===== config.mk =====
export PLATFORM = sky130hd
export DESIGN_NAME = dram_refresh_sched
export DESIGN_NICKNAME = d
export VERILOG_FILES = /design/src/rtl/refsched_pkg.sv /design/src/rtl/refresh_interval_timer.sv /design/src/rtl/refresh_arbiter.sv /design/src/rtl/refresh_row_walker.sv /design/src/rtl/refresh_loss_counter.sv /design/src/rtl/dram_refresh_sched.sv
export SDC_FILE = /design/constraint.sdc
export NUM_CORES = 1
export LEC_CHECK = 0
export BUFFER_PORTS_ARGS = -buffer_cell sky130_fd_sc_hd__buf_2
export CORE_MARGIN = 4
export CORE_UTILIZATION = 30
export DETAILED_ROUTE_END_ITERATION = 6
export GPL_TIMING_DRIVEN = 0
export PLACE_DENSITY = 0.46
export SLEW_MARGIN = 25
export SYNTH_ARGS = -nofsm -noshare
export SYNTH_HDL_FRONTEND = slang
export SYNTH_SLANG_ARGS = --single-unit

===== constraint.sdc =====
create_clock -name clk -period 2.5 [get_ports clk]
set_clock_uncertainty 0.15 [all_clocks]
set_input_delay 0.375 -clock clk [delete_from_list [all_inputs] [get_ports clk]]
set_output_delay 0.375 -clock clk [all_outputs]
set_load 0.005 [all_outputs]

===== src/rtl/refsched_pkg.sv =====
package refsched_pkg;
  typedef enum logic [1:0] {
    ARB_IDLE    = 2'd0,
    ARB_ACCESS  = 2'd1,
    ARB_REFRESH = 2'd2
  } arb_state_e;
endpackage


===== src/rtl/refresh_interval_timer.sv =====
module refresh_interval_timer #(
  parameter int INTERVAL = 305
) (
  input  logic clk,
  input  logic rst,
  output logic tick
);
  localparam int TW = (INTERVAL > 1) ? $clog2(INTERVAL) : 1;
  localparam logic [TW-1:0] LAST = TW'(INTERVAL - 1);

  logic [TW-1:0] phase_q;

  always_ff @(posedge clk) begin
    if (rst) begin
      phase_q <= '0;
    end else if (phase_q == LAST) begin
      phase_q <= '0;
    end else begin
      phase_q <= phase_q + 1'b1;
    end
  end

  // Fires in the cycle whose closing edge completes a full interval.
  assign tick = (phase_q == LAST);
endmodule


===== src/rtl/refresh_arbiter.sv =====
module refresh_arbiter
  import refsched_pkg::*;
#(
  parameter int ACCESS_CYCLES  = 4,
  parameter int REFRESH_CYCLES = 10
) (
  input  logic clk,
  input  logic rst,
  input  logic tick,
  input  logic req,
  output logic gnt,
  output logic strobe,
  output logic row_adv,
  output logic pending
);
  localparam int LONGEST = (ACCESS_CYCLES > REFRESH_CYCLES) ? ACCESS_CYCLES : REFRESH_CYCLES;
  localparam int CW = $clog2(LONGEST + 1);
  localparam logic [CW-1:0] ACC_LAST = CW'(ACCESS_CYCLES - 1);
  localparam logic [CW-1:0] REF_LAST = CW'(REFRESH_CYCLES - 1);

  arb_state_e    state_q;
  logic [CW-1:0] cnt_q;
  logic          pend_q;
  logic          gnt_q;
  logic          strobe_q;

  // Last refresh cycle: the row pointer moves on the same edge the strobe drops.
  assign row_adv = (state_q == ARB_REFRESH) && (cnt_q == REF_LAST);

  always_ff @(posedge clk) begin
    if (rst) begin
      state_q  <= ARB_IDLE;
      cnt_q    <= '0;
      pend_q   <= 1'b0;
      gnt_q    <= 1'b0;
      strobe_q <= 1'b0;
    end else begin
      gnt_q <= 1'b0;
      if (tick) begin
        pend_q <= 1'b1;
      end
      case (state_q)
        ARB_IDLE: begin
          if (pend_q) begin
            state_q  <= ARB_REFRESH;
            cnt_q    <= '0;
            strobe_q <= 1'b1;
            pend_q   <= tick;
          end else if (req) begin
            state_q <= ARB_ACCESS;
            cnt_q   <= '0;
            gnt_q   <= 1'b1;
          end
        end
        ARB_ACCESS: begin
          if (cnt_q == ACC_LAST) begin
            state_q <= ARB_IDLE;
            cnt_q   <= '0;
          end else begin
            cnt_q <= cnt_q + 1'b1;
          end
        end
        ARB_REFRESH: begin
          if (cnt_q == REF_LAST) begin
            state_q  <= ARB_IDLE;
            cnt_q    <= '0;
            strobe_q <= 1'b0;
          end else begin
            cnt_q <= cnt_q + 1'b1;
          end
        end
        default: begin
          state_q  <= ARB_IDLE;
          cnt_q    <= '0;
          strobe_q <= 1'b0;
        end
      endcase
    end
  end

  assign gnt     = gnt_q;
  assign strobe  = strobe_q;
  assign pending = pend_q;
endmodule


===== src/rtl/refresh_row_walker.sv =====
module refresh_row_walker #(
  parameter int ROWS = 16384
) (
  input  logic                    clk,
  input  logic                    rst,
  input  logic                    adv,
  output logic [$clog2(ROWS)-1:0] row,
  output logic                    wrap
);
  localparam int RW = $clog2(ROWS);
  localparam logic [RW-1:0] LAST_ROW = RW'(ROWS - 1);

  logic [RW-1:0] row_q;
  logic          wrap_q;

  always_ff @(posedge clk) begin
    if (rst) begin
      row_q  <= '0;
      wrap_q <= 1'b0;
    end else begin
      wrap_q <= 1'b0;
      if (adv) begin
        if (row_q == LAST_ROW) begin
          row_q  <= '0;
          wrap_q <= 1'b1;
        end else begin
          row_q <= row_q + 1'b1;
        end
      end
    end
  end

  assign row  = row_q;
  assign wrap = wrap_q;
endmodule


===== src/rtl/refresh_loss_counter.sv =====
module refresh_loss_counter #(
  parameter int LOST_W = 32
) (
  input  logic              clk,
  input  logic              rst,
  input  logic              busy,
  output logic [LOST_W-1:0] total
);
  logic [LOST_W-1:0] total_q;

  always_ff @(posedge clk) begin
    if (rst) begin
      total_q <= '0;
    end else if (busy) begin
      total_q <= total_q + 1'b1;
    end
  end

  assign total = total_q;
endmodule


===== src/rtl/dram_refresh_sched.sv =====
module dram_refresh_sched #(
  parameter int ROWS           = 16384,
  parameter int INTERVAL       = 305,
  parameter int REFRESH_CYCLES = 10,
  parameter int ACCESS_CYCLES  = 4,
  parameter int LOST_W         = 32
) (
  input  logic                    clk,
  input  logic                    rst,
  input  logic                    client_req,
  output logic                    client_gnt,
  output logic                    ref_strobe,
  output logic [$clog2(ROWS)-1:0] ref_row,
  output logic                    pass_done,
  output logic [LOST_W-1:0]       lost_cycles
);
  // INTERVAL must exceed ACCESS_CYCLES + REFRESH_CYCLES + 2 so that each
  // timer event is served before the next one arrives.
  logic timer_tick;
  logic row_adv;
  logic refresh_pend;

  refresh_interval_timer #(
    .INTERVAL(INTERVAL)
  ) u_timer (
    .clk (clk),
    .rst (rst),
    .tick(timer_tick)
  );

  refresh_arbiter #(
    .ACCESS_CYCLES (ACCESS_CYCLES),
    .REFRESH_CYCLES(REFRESH_CYCLES)
  ) u_arb (
    .clk    (clk),
    .rst    (rst),
    .tick   (timer_tick),
    .req    (client_req),
    .gnt    (client_gnt),
    .strobe (ref_strobe),
    .row_adv(row_adv),
    .pending(refresh_pend)
  );

  refresh_row_walker #(
    .ROWS(ROWS)
  ) u_rows (
    .clk (clk),
    .rst (rst),
    .adv (row_adv),
    .row (ref_row),
    .wrap(pass_done)
  );

  refresh_loss_counter #(
    .LOST_W(LOST_W)
  ) u_loss (
    .clk  (clk),
    .rst  (rst),
    .busy (ref_strobe),
    .total(lost_cycles)
  );
endmodule


* Yosys cells after proc, flatten, opt, wreduce, memory -nomap -nowiden *
Index checks and enable logic that the tools add are counted.
W data, S select, Z words.

word-level totals
  flip-flop bits (word level) = 65
  input bits = 3
  output and inout port bits = 49
  logic and storage cells = 52

operators by class
  add/sub/neg operators = 4
  equal/unequal tests = 10
  multiplexer cells = 19
  bitwise gates (word level) = 3
  reductions and logical operators = 7

operators by type and width
  operator                 number
  $add A32 B1 Y32 const B  1
  $mux W4                  4
  $add A14 B1 Y14 const B  1
  $eq A14 B14 Y1 const B   1
  $mux W14                 1
  $pmux W4 S3              1
  $add A9 B1 Y9 const B    1
  $eq A9 B9 Y1 const B     1
  $mux W2                  4
  $mux W1                  7
  $pmux W2 S3              1
  $reduce_and A3 Y1        2
  $add A4 B1 Y4 const B    1
  $eq A4 B2 Y1 const B     1
  $eq A4 B4 Y1 const B     1
  $ne A2 B1 Y1 const B     2
  $reduce_or A2 Y1         2
  $ne A3 B2 Y1 const B     1
  $not A1 Y1               3
  $pmux W1 S3              1
  $reduce_or A3 Y1         1
  $eq A2 B1 Y1 const B     1
  $eq A2 B2 Y1 const B     1
  $logic_not A2 Y1         1
  2 further kinds          2

* Logic depth before layout (Yosys ltp) *
Gate-level depths: netlist of run 1.

  depth after elaboration = 4
  depth in mapped cells = 7
  gate-level depth less buffers = 6

* By module *
A second synthesis of run 1 with hierarchy kept.

second synthesis, totals
  cells, all modules = 357
  area total of the unflattened synthesis = 3174.3 um^2

by module, submodules not included
  module                  times used  cells an instance  area each (um^2)  sequential area each (um^2)
  refresh_loss_counter    1           181                1564.0            640.6
  refresh_row_walker      1           70                 674.4             300.3
  refresh_arbiter         1           61                 525.5             180.2
  refresh_interval_timer  1           45                 410.4             180.2

* Worst setup path after synthesis of run 1 *
Ideal clock, no wire load.

  kind = reg2reg
  start point = reg u_arb.state_q[0]
  end point = reg u_rows.row_q[12], in the netlist u_rows.row[12]
  library setup time = 70 ps
  data arrival time = 1846 ps
  required time = 2280 ps
  setup slack = 434 ps
  stages on the path, launching flop included = 7
  path buffers = 0
  period minus slack after synthesis = 2066 ps
  path through = dfxtp_1 -> inv_1 -> ha_1 -> nand4b_2 -> or4_1 -> or3_1 -> a21oi_1

on the way
  cells in the longest elaborated chain, start to end = 2

ends and longest elaborated chain
  what                    line                      source
  start, declared         refresh_arbiter.sv:21     arb_state_e state_q;
  start signal, assigned  refresh_arbiter.sv:32     state_q <= ARB_IDLE;
  start signal, assigned  refresh_arbiter.sv:45     state_q <= ARB_REFRESH;
  start signal, assigned  refresh_arbiter.sv:50     state_q <= ARB_ACCESS;
  $eq A2 B2 Y1            refresh_arbiter.sv:28     assign row_adv = (state_q == ARB_REFRESH) && (cnt_q == REF_LAST);
  $logic_and A1 B1 Y1     refresh_arbiter.sv:28
  end signal, assigned    refresh_row_walker.sv:27  row_q <= row_q + 1'b1;
  end, declared           refresh_row_walker.sv:13  logic [RW-1:0] row_q;

Every way passes these cells.
A chain may end at the register's enable or synchronous reset.

* Final worst setup path of run 1 *
Same ends and word-level chain as after synthesis.

==> results of run 1 <==
## worst register-to-register path, cell delays in order, from the launching register on
cell and delay [ps]:
dfxtp_1 330, inv_1 90, ha_1 250, nand4b_2 240, or4_1 670, or3_1 380, a21oi_1 140
## metrics by stage
step	total power [mW]	area (um^2)	hold slack (ps)	setup WS [ps]	cells
finish	1.91	3660	148	181	549
global route	2.00	3660	144	3.77	549
CTS	1.95	3650	129	95.3	549
detailed placement	1.16	3490	317	90.5	534
global placement	1.16	3490	310	86.9	534
floorplan	1.14	3070	287	434	351
## flip-flops by register name (all words and copies together) (netlist names)
name             count
u_loss.total        32
u_rows.row          14
u_timer.phase_q      9
u_arb.cnt_q          4
u_arb.state_q        2
u_arb.gnt            1
u_arb.pending        1
u_arb.strobe         1
u_rows.wrap          1
## routing by layer
layer / vias to the layer above / GRT usage [%]
met2: 49 / 22.0
met1: 1275 / 17.5
met4: 0 / 4.60
met3: 11 / 3.55
met5: - / 0
li1: 1400 / -
## power by group through the flow
stage	logic [mW]	clock network [mW]	registers, mW
2_1_floorplan	0.0611	0	1.07
3_3_place_gp	0.0855	0	1.08
3_5_place_dp	0.0870	0	1.08
4_1_cts	0.0873	0.809	1.05
5_1_grt	0.0992	0.851	1.05
6_report	0.0859	0.770	1.05
## layout by cell type, fill, tap and decap left out, types with 2 or more instances in the layout
cell	instances
dfxtp_1	65
buf_2	52
nor2_1	40
a21oi_1	26
nand2_1	24
nand4_1	19
or4_1	16
xnor2_1	16
nand3_1	16
o31ai_1	14
xor2_1	14
inv_1	13
clkbuf_1	11
clkbuf_8	10
ha_1	9
nor3_1	8
and4_1	8
o21ai_0	7
or3_1	6
and3_1	5
clkinv_2	4
nor4_1	3
nor2b_1	3
nand4_2	2
## cells by family after synthesis
kind of cell / after synthesis / share of synthesized area, %
mux: 2 / 0.693
simple gates: 163 / 30.2
flops: 65 / 42.4
xor+xnor: 30 / 8.56
buf+inv: 28 / 3.79
compound gates: 54 / 10.7
fa+ha+maj: 9 / 3.67
## what timing repair did
item / 4_1_cts / 5_1_grt
buffers inserted: 0 / 0
setup endpoints to repair: 0 / 10
hold buffers: 0 / 0
gates resized for setup: 0 / 1
## worst max path at each step
stage                             startpoint                          end
4_1_cts        u_arb.state_q[0]$_SDFFE_PP0P_   u_rows.row[5]$_SDFFE_PP0P_
2_1_floorplan  u_arb.state_q[0]$_SDFFE_PP0P_  u_rows.row[12]$_SDFFE_PP0P_
5_1_grt          u_arb.cnt_q[1]$_SDFFE_PP0P_  u_arb.cnt_q[3]$_SDFFE_PP0P_
3_5_place_dp   u_arb.state_q[0]$_SDFFE_PP0P_   u_rows.row[5]$_SDFFE_PP0P_
3_3_place_gp   u_arb.state_q[0]$_SDFFE_PP0P_   u_rows.row[5]$_SDFFE_PP0P_
6_report       u_arb.state_q[0]$_SDFFE_PP0P_  u_rows.row[12]$_SDFFE_PP0P_
## final cells by class
cell class	count	area share (%)
well taps	133	4.55
clock inverters	4	0.547
plain buffers	15	1.85
multi-input cells	258	45.5
repair buffers	50	6.84
flip-flops and latches	65	35.6
inverters	13	1.33
clock buffers	11	3.86
==> run_results.csv, run 1 <==
group,metric,value,unit
run_status,status,"complete, no violations",
clocking,clkLatencyLatePin,340,ps
final_layout,syn_to_final_growth,19.2,%
synthesis,ys_warn_count,0,
synthesis,async_flop_share,0,%
synthesis,yosys-top-cells-count,"dfxtp_1, nor2_1, a21oi_1",
critical_path,r2r-start,"u_arb.state_q[0]$_SDFFE_PP0P_",
pwr,p_seq_share,55.2,%
clocking,root_buffer,"clkbuf_8",
clocking,cts_buffer_depth,2,
synthesis,yosysTopAreaCell,"dfxtp_1",
drt,drtIter0Drc,90,
drt,top_layer_used,"met4",
drt,vias,2735,
placement,dp_hpwl,5340,um
drt,wl_met2,3670,um
placement,gp_congestion,0.758,
floorplan,fp.dieW,109,um
pwr,p_sw,0.459,mW
floorplan,die_y,109,um
floorplan,core,9860,um^2
run,maxCapViolations,0,
pwr,clkPwrFrac,40.3,%
floorplan,io_pins,52,
critical_path,crit_cells,6,
worst_hold_path,hold_depth,2,
critical_path,worstPathRequired,2610,ps
clocking,clock-sinks,65,
critical_path,crit_chain,"inv_1 -> ha_1 -> nand4b_2 -> or4_1 -> or3_1 -> a21oi_1",
floorplan,rows,36,
pwr,power.density,521,nW/um^2
pwr,p_leak,1.38,nW
timing,setup_viol,0,
timing,final-hold-violation-count,0,
clocking,cts_tree,"done",
synthesis,synth_top_area_share,42.4,%
critical_path,crit_buf_inv,1,
synthesis,syn_inst,351,
synthesis,synth_nets,363,
synthesis,yosysUniqueCellTypes,46,
timing,relSlewSlack,62.1,%
floorplan,dieArea,11900,um^2
final_layout,multi_input_area,1660,um^2
final_layout,fin_nets,424,
pwr,vdd_ir_drop_max,237,uV
timing,finalCriticalPeriod,2320,ps
floorplan,initial_core_util,31.1,%
synthesis,synth-seq-area-share,42.4,%
timing,rsz0062_at_grt,"false",
final_layout,diodes,0,
drt,via_per_inst,4.98,
synthesis,synth.area.top_cells,"dfxtp_1, nor2_1, xnor2_1",
critical_path,cp_max_fo,7,
synthesis,syn-mean-instance-area,8.74,um^2
timing,setup_tns,0,ps
synthesis,synth_seq_cells,65,
grt,grt_max_degree,11,
synthesis,post-synth-top-count-cell,"dfxtp_1",
critical_path,r2r_end,"u_rows.row[12]$_SDFFE_PP0P_",
placement,port_buffers,50,
critical_path,worstSetupEndpointType,"flop",
worst_hold_path,holdPathEnd,"u_arb.gnt$_SDFF_PP0_",
timing,fin_crit_sh,92.8,%
grt,antenna_found_initial,0,
final_layout,post-route-util,37.1,%
grt,grt-ovfl-total,0,
final_layout,fillers,1053,
final_layout,seq_area,1300,um^2
critical_path,r2r_slack,180,ps
critical_path,critPathKind,"reg2reg",
critical_path,path_delay_family,"simple AND/OR/NAND/NOR gates",
critical_path,arrival,2430,ps
drt,drt_wl_total,7590,um
final_layout,drive_gt1_share,19.0,%
pwr,pwr-share-comb,4.5,%
drt,route.met3.wl,319,um
clocking,h-tree-depth,3,
timing,tightest_slew,566,ps
critical_path,cpPeakStageDelay,670,ps
clocking,clkTransAtPathRegs,60,ps
critical_path,startpoint_type,"flop",
worst_hold_path,hp-class,"in2reg",
drt,drc,0,
drt,first_pass_iters,4,
synthesis,synth_edf_count,0,
synthesis,syn_area,3070,um^2
worst_hold_path,min_from,"client_req",
synthesis,synthFlopType,"dfxtp_1",
pwr,power_switching_share,24.1,%
clocking,numCtsBuffers,9,
drt,routedWlPerCell,13.8,um
timing,slew_viol_final,0,
drt,wl_met1,3500,um
pwr,p_int,1.45,mW
timing,fmax,431,MHz
grt,grt_pass1_wl,12800,um
drt,ant_nets,0,
critical_path,worst-r2r-cell-count,6,
critical_path,worst_path_max_delay_cell,"or4_1",
grt,globalRouteTotalUtil,13.6,%
grt,grt_pass1_vias,2581,
(Power assumes the default switching activity.)
==> run 2, diff against run 1 <==
--- a/config.mk
+++ b/config.mk
@@ -6,11 +6,13 @@
 export NUM_CORES = 1
 export LEC_CHECK = 0
 export BUFFER_PORTS_ARGS = -buffer_cell sky130_fd_sc_hd__buf_2
+export CAP_MARGIN = 5
 export CORE_MARGIN = 4
 export CORE_UTILIZATION = 30
 export DETAILED_ROUTE_END_ITERATION = 6
 export GPL_TIMING_DRIVEN = 0
-export PLACE_DENSITY = 0.46
+export HOLD_SLACK_MARGIN = 0.12
+export PLACE_DENSITY = 0.48
 export SLEW_MARGIN = 25
 export SYNTH_ARGS = -nofsm -noshare
 export SYNTH_HDL_FRONTEND = slang
==> constraint.sdc (replaced) <==
create_clock -name clk -period 2.1 [get_ports clk]
set_clock_uncertainty 0.15 [all_clocks]
set_input_delay 0.315 -clock clk [delete_from_list [all_inputs] [get_ports clk]]
set_output_delay 0.315 -clock clk [all_outputs]
set_load 0.005 [all_outputs]
==> run_results.csv, run 2 (same netlist as run 1, synthesis figures left out) <==
group,metric,value,unit
timing,finalCriticalPeriod,2030,ps
run_status,status,"complete, no violations",
final_layout,drive_gt1_share,31.8,%
drt,via_per_inst,5.07,
pwr,power.density,576,nW/um^2
floorplan,io_pins,52,
floorplan,die_y,109,um
grt,grt_pass1_vias,2661,
clocking,clock-sinks,65,
critical_path,worstPathRequired,2220,ps
grt,antenna_found_initial,0,
final_layout,post-route-util,40.8,%
critical_path,path_delay_family,"simple AND/OR/NAND/NOR gates",
pwr,p_leak,1.54,nW
grt,grt_max_degree,11,
placement,postPlaceCellArea,3490,um^2
floorplan,dieArea,11900,um^2
timing,relSlewSlack,61.3,%
final_layout,final_cell_mix,"buf_2, dfxtp_1, nor2_1",
drt,vias,2873,
timing,tightest_slew,580,ps
final_layout,diodes,0,
critical_path,cp_max_fo,10,
drt,drt_wl_total,7920,um
critical_path,crit_buf_inv,1,
timing,fin_crit_sh,96.8,%
critical_path,startpoint_type,"flop",
drt,routedWlPerCell,14.0,um
drt,ant_nets,0,
floorplan,initial_core_util,31.1,%
clocking,numCtsBuffers,9,
timing,setup_slack,66.6,ps
worst_hold_path,hold_depth,2,
final_layout,largest_register_ffs,32,
final_layout,finalInstanceArea,4030,um^2
clocking,root_buffer,"clkbuf_8",
placement,dp_hpwl,5310,um
floorplan,rows,36,
final_layout,syn_to_final_growth,31.2,%
timing,fmax,492,MHz
placement,gp_congestion,0.756,
critical_path,r2r-start,"u_loss.total[19]$_SDFFE_PP0P_",
floorplan,fp.dieW,109,um
timing,rsz0062_at_grt,"true",
critical_path,worst_path_max_delay_cell,"or4_4",
drt,first_pass_iters,4,
clocking,cts_buffer_depth,2,
drt,drc,0,
timing,final-hold-violation-count,0,
pwr,vdd_ir_drop_max,262,uV
critical_path,crit_chain,"nand4_4 -> or4_4 -> buf_6 -> or4_1 -> a21oi_2",
clocking,clkTransAtPathRegs,70,ps
final_layout,layout_commonest_cell,"buf_2",
drt,drtIter0Drc,110,
critical_path,r2r_end,"u_loss.total[27]$_SDFFE_PP0P_",
critical_path,critPathKind,"reg2reg",
timing,slew_viol_final,0,
placement,pre_cts_ws,-338,ps
grt,globalRouteTotalUtil,13.9,%
critical_path,r2r_slack,70,ps
worst_hold_path,min_from,"u_loss.total[31]$_SDFFE_PP0P_",
worst_hold_path,hp-class,"reg2reg",
timing,setup_viol,0,
run,maxCapViolations,0,
clocking,h-tree-depth,3,
critical_path,worst-r2r-cell-count,5,
floorplan,core,9860,um^2
grt,grt_pass1_wl,13100,um
placement,port_buffers,50,
worst_hold_path,holdPathEnd,"u_loss.total[31]$_SDFFE_PP0P_",
critical_path,cpPeakStageDelay,550,ps
grt,grt-ovfl-total,0,
critical_path,arrival,2150,ps
final_layout,fin_nets,441,
clocking,clkLatencyLatePin,340,ps
clocking,cts_tree,"done",
critical_path,worstSetupEndpointType,"flop",
[run 2: changes by cell type in the layout (fill, tap and decap cells not counted), moves of 3 or more]
cell      previous run  this run
ha_1                 9         6
dfxtp_1             65        43
buf_4                0        17
dfxtp_2              0        12
clkbuf_8            10        13
o31ai_2              0         3
dfxtp_4              0        10
clkbuf_1            11         7
ha_4                 0         3
o31ai_1             14        10
clkbuf_4             0         3
[run 2: cell type report]
cell class                      count  area [um^2]
Buffer                             13         98.8
Clock buffer                       13          159
Sequential cell                    65         1350
Tap cell                          133          166
Clock inverter                      3         15.0
Multi-Input combinational cell    258         1790
Timing Repair Buffer               69          395
Fill cell                        1023         5840
Inverter                           13         48.8
[run 2: worst register-to-register path, cell delays in order, from the launching register on]
cell and delay [ps]:
dfxtp_2 370, nand4_4 120, or4_4 550, buf_6 160, or4_1 490, a21oi_2 120
[run 2: through the flow]
stage	instances	TNS (ps)	power, mW	hold slack (ps)
global placement	534	-4480	1.38	315
detailed placement	534	-5330	1.38	323
floorplan	351	0	1.35	287
finish	567	0	2.32	331
global route	567	-69.2	2.43	370
CTS	560	0	2.37	336
[run 2: worst max path at each step]
stage	cells past startpoint	end	slack (ps)	from
2_1_floorplan	6	u_rows.row[12]$_SDFFE_PP0P_	30	u_arb.state_q[0]$_SDFFE_PP0P_
3_3_place_gp	6	u_rows.row[6]$_SDFFE_PP0P_	-300	u_arb.state_q[0]$_SDFFE_PP0P_
3_5_place_dp	6	u_rows.row[10]$_SDFFE_PP0P_	-340	u_arb.state_q[0]$_SDFFE_PP0P_
4_1_cts	6	u_rows.row[12]$_SDFFE_PP0P_	0.1	u_arb.state_q[0]$_SDFFE_PP0P_
5_1_grt	5	u_arb.cnt_q[3]$_SDFFE_PP0P_	-30	u_arb.cnt_q[0]$_SDFFE_PP0P_
6_report	5	u_loss.total[27]$_SDFFE_PP0P_	70	u_loss.total[19]$_SDFFE_PP0P_
[run 2: where the power goes]
part	switching, mW	total, mW	internal, mW	leakage, nW
clock	0.476	0.964	0.488	0.0932
sequential	0.0113	1.24	1.23	0.539
combinational	0.0702	0.113	0.0431	0.904
[run 2: routing by layer]
metal  global-route usage (%)  vias up  share of wire (%)
li1                         -     1437                  -
met1                     17.4     1374                 47
met2                     22.9       51                 48
met3                     3.73       11                4.2
met4                     4.87        0                1.4
met5                        0        -                  0
[run 2: what timing repair did]
item | 4_1_cts | 5_1_grt
gates cloned | 0 | 1
endpoints found under the hold margin | 1 | 0
endpoints found under the setup margin | 33 | 27
hold buffers | 1 | 0
pin swaps | 8 | 6
resized for setup | 39 | 35
buffers inserted | 9 | 8
==> run 3, diff against run 2 <==
--- a/config.mk
+++ b/config.mk
@@ -5,14 +5,15 @@
 export SDC_FILE = /design/constraint.sdc
 export NUM_CORES = 1
 export LEC_CHECK = 0
+export ABC_AREA = 1
 export BUFFER_PORTS_ARGS = -buffer_cell sky130_fd_sc_hd__buf_2
 export CAP_MARGIN = 5
-export CORE_MARGIN = 4
+export CORE_MARGIN = 2
 export CORE_UTILIZATION = 30
 export DETAILED_ROUTE_END_ITERATION = 6
 export GPL_TIMING_DRIVEN = 0
 export HOLD_SLACK_MARGIN = 0.12
-export PLACE_DENSITY = 0.48
+export PLACE_DENSITY = 0.47
 export SLEW_MARGIN = 25
 export SYNTH_ARGS = -nofsm -noshare
 export SYNTH_HDL_FRONTEND = slang
==> run_results.csv, run 3 <==
group,metric,value,unit
grt,grt_pass1_wl,13900,um
clocking,clock-sinks,65,
timing,rsz0062_at_grt,"false",
clocking,root_buffer,"clkbuf_16",
clocking,clkLatencyLatePin,330,ps
critical_path,worst-r2r-cell-count,9,
timing,setup_tns,0,ps
critical_path,arrival,1900,ps
pwr,vdd_ir_drop_max,451,uV
critical_path,crit_buf_inv,1,
worst_hold_path,min_from,"u_timer.phase_q[0]$_SDFF_PP0_",
synthesis,synthFlopType,"dfxtp_1",
final_layout,syn_to_final_growth,22.7,%
clocking,cts_buffer_depth,2,
timing,fin_crit_sh,86.9,%
final_layout,diodes,0,
timing,finalCriticalPeriod,1820,ps
final_layout,fillers,1214,
timing,slew_viol_final,0,
critical_path,r2r-start,"u_arb.cnt_q[1]$_SDFFE_PP0P_",
clocking,ctsResizeCount,0,
synthesis,synth_edf_count,0,
worst_hold_path,holdPathEnd,"u_timer.phase_q[0]$_SDFF_PP0_",
floorplan,core,10900,um^2
drt,via_per_inst,4.53,
critical_path,worst_path_max_delay_cell,"dfxtp_1",
floorplan,io_pins,52,
grt,grt_pass1_vias,2970,
drt,drtIter0Drc,118,
floorplan,fp.dieW,110,um
pwr,power.density,726,nW/um^2
clocking,cts_tree,"done",
worst_hold_path,hp-class,"reg2reg",
grt,grt-ovfl-total,0,
floorplan,die_y,110,um
grt,antenna_found_initial,0,
drt,drt_wl_total,8200,um
synthesis,syn_inst,503,
drt,vias,3224,
synthesis,syn-mean-instance-area,6.72,um^2
critical_path,path_delay_family,"simple AND/OR/NAND/NOR gates",
critical_path,worstPathRequired,2170,ps
synthesis,synth_top_area_share,38.5,%
critical_path,cp_max_fo,6,
clocking,post_cts_buffers,0,
critical_path,startpoint_type,"flop",
placement,port_buffers,51,
clocking,h-tree-depth,3,
synthesis,syn_area,3380,um^2
floorplan,initial_core_util,30.9,%
grt,grt_max_degree,12,
timing,fmax,548,MHz
drt,routedWlPerCell,11.5,um
pwr,p_leak,1.76,nW
critical_path,r2r_slack,280,ps
synthesis,ys_warn_count,0,
drt,first_pass_iters,4,
synthesis,yosys-top-cells-count,"nand2_1, nor2_1, dfxtp_1",
placement,dp_hpwl,6290,um
synthesis,async_flop_share,0,%
synthesis,synth_seq_cells,65,
floorplan,rows,38,
run,maxCapViolations,0,
final_layout,final_cell_mix,"nand2_1, nor2_1, dfxtp_1",
critical_path,crit_chain,"inv_1 -> ha_1 -> nand2_1 -> nor2_1 -> nand2_2 -> nor2_4 -> nand3b_1 -> nand2_2 -> nor2_1",
timing,setup_viol,0,
critical_path,r2r_end,"u_rows.row[5]$_SDFFE_PP0P_",
final_layout,largest_register_ffs,32,
clocking,numCtsBuffers,9,
timing,relSlewSlack,60.4,%
timing,final-hold-violation-count,0,
final_layout,layout_commonest_cell,"nand2_1",
synthesis,synth.area.top_cells,"dfxtp_1, nand2_1, nor2_1",
placement,gp_congestion,0.799,
critical_path,cpPeakStageDelay,310,ps
synthesis,synth-seq-area-share,38.5,%
timing,tightest_slew,595,ps
synthesis,synth_nets,515,
grt,globalRouteTotalUtil,14.6,%
critical_path,worstSetupEndpointType,"flop",
critical_path,critPathKind,"reg2reg",
drt,ant_nets,0,
run_status,status,"complete, no violations",
drt,drc,0,
synthesis,yosysUniqueCellTypes,31,
synthesis,yosysTopAreaCell,"dfxtp_1",
floorplan,dieArea,12100,um^2
clocking,clkTransAtPathRegs,60,ps
synthesis,post-synth-top-count-cell,"nand2_1",
final_layout,post-route-util,37.9,%
final_layout,drive_gt1_share,18.2,%
final_layout,fin_nets,579,
worst_hold_path,hold_depth,1,
-- run 3: layout make-up --
type                    count  area [um^2]  area share (%)
clock inverters             4         50.0            1.21
well taps                 140          175            4.23
multi-input cells         373         1830            44.1
inverters                  59          221            5.34
clock buffers              12          267            6.43
repair buffers             53          275            6.64
plain buffers               6         28.8           0.694
flip-flops and latches     65         1300            31.4
-- run 3: layer usage --
metal,up-vias,routed length (um),global-route usage (%)
met1,1449,4110,19.0
met3,13,368,3.59
li1,1719,-,-
met5,-,0,0
met2,43,3590,23.6
met4,0,125,5.00
-- run 3: worst reg2reg max path: stages (launching register included) --
cell and delay, ps:
dfxtp_1 310, inv_1 90, ha_1 180, nand2_1 60
nor2_1 170, nand2_2 160, nor2_4 170, nand3b_1 190
nand2_2 170, nor2_1 60
-- run 3: stage by stage --
stage                     hold slack, ps  power, mW  area (um^2)  setup WS (ps)  cells
final                                323       3.01         4150            275    712
after floorplan                      241       1.41         3380            573    503
after CTS                            324       3.07         4150            232    712
after global routing                 360       3.14         4150           65.9    712
after detailed placement             312       1.47         3810            243    694
after global placement               299       1.47         3810            250    694
-- run 3: kinds of logic after synthesis --
family | count (synthesis) | share of synthesized area, %
simple gates | 311 | 41.4
buf+inv | 65 | 7.41
flops | 65 | 38.5
compound gates | 42 | 6.44
xor+xnor | 11 | 2.85
fa+ha+maj | 9 | 3.33
-- run 3: power by group --
part	leakage (nW)	switching, mW	total, mW	internal [mW]
combinational	1.09	0.107	0.162	0.0552
sequential	0.525	0.0209	1.28	1.25
clock	0.151	0.558	1.57	1.01
-- run 3: repair_timing --
action | in CTS | in global routing
endpoints found under the hold margin | 2 | 0
endpoints found under the setup margin | 0 | 0
hold buffers | 2 | 0
-- run 3: worst max path at each step --
stage	start	end	slack [ps]	depth (start not counted)
floorplan	u_arb.cnt_q[1]$_SDFFE_PP0P_	u_rows.row[9]$_SDFFE_PP0P_	570	9
global route	u_loss.total[0]$_SDFFE_PP0P_	u_loss.total[26]$_SDFFE_PP0P_	70	8
finish	u_arb.cnt_q[1]$_SDFFE_PP0P_	u_rows.row[5]$_SDFFE_PP0P_	280	9
global placement	u_arb.cnt_q[1]$_SDFFE_PP0P_	u_rows.row[5]$_SDFFE_PP0P_	250	9
CTS	u_arb.cnt_q[1]$_SDFFE_PP0P_	u_rows.row[5]$_SDFFE_PP0P_	230	9
detailed placement	u_arb.cnt_q[1]$_SDFFE_PP0P_	u_rows.row[9]$_SDFFE_PP0P_	240	9
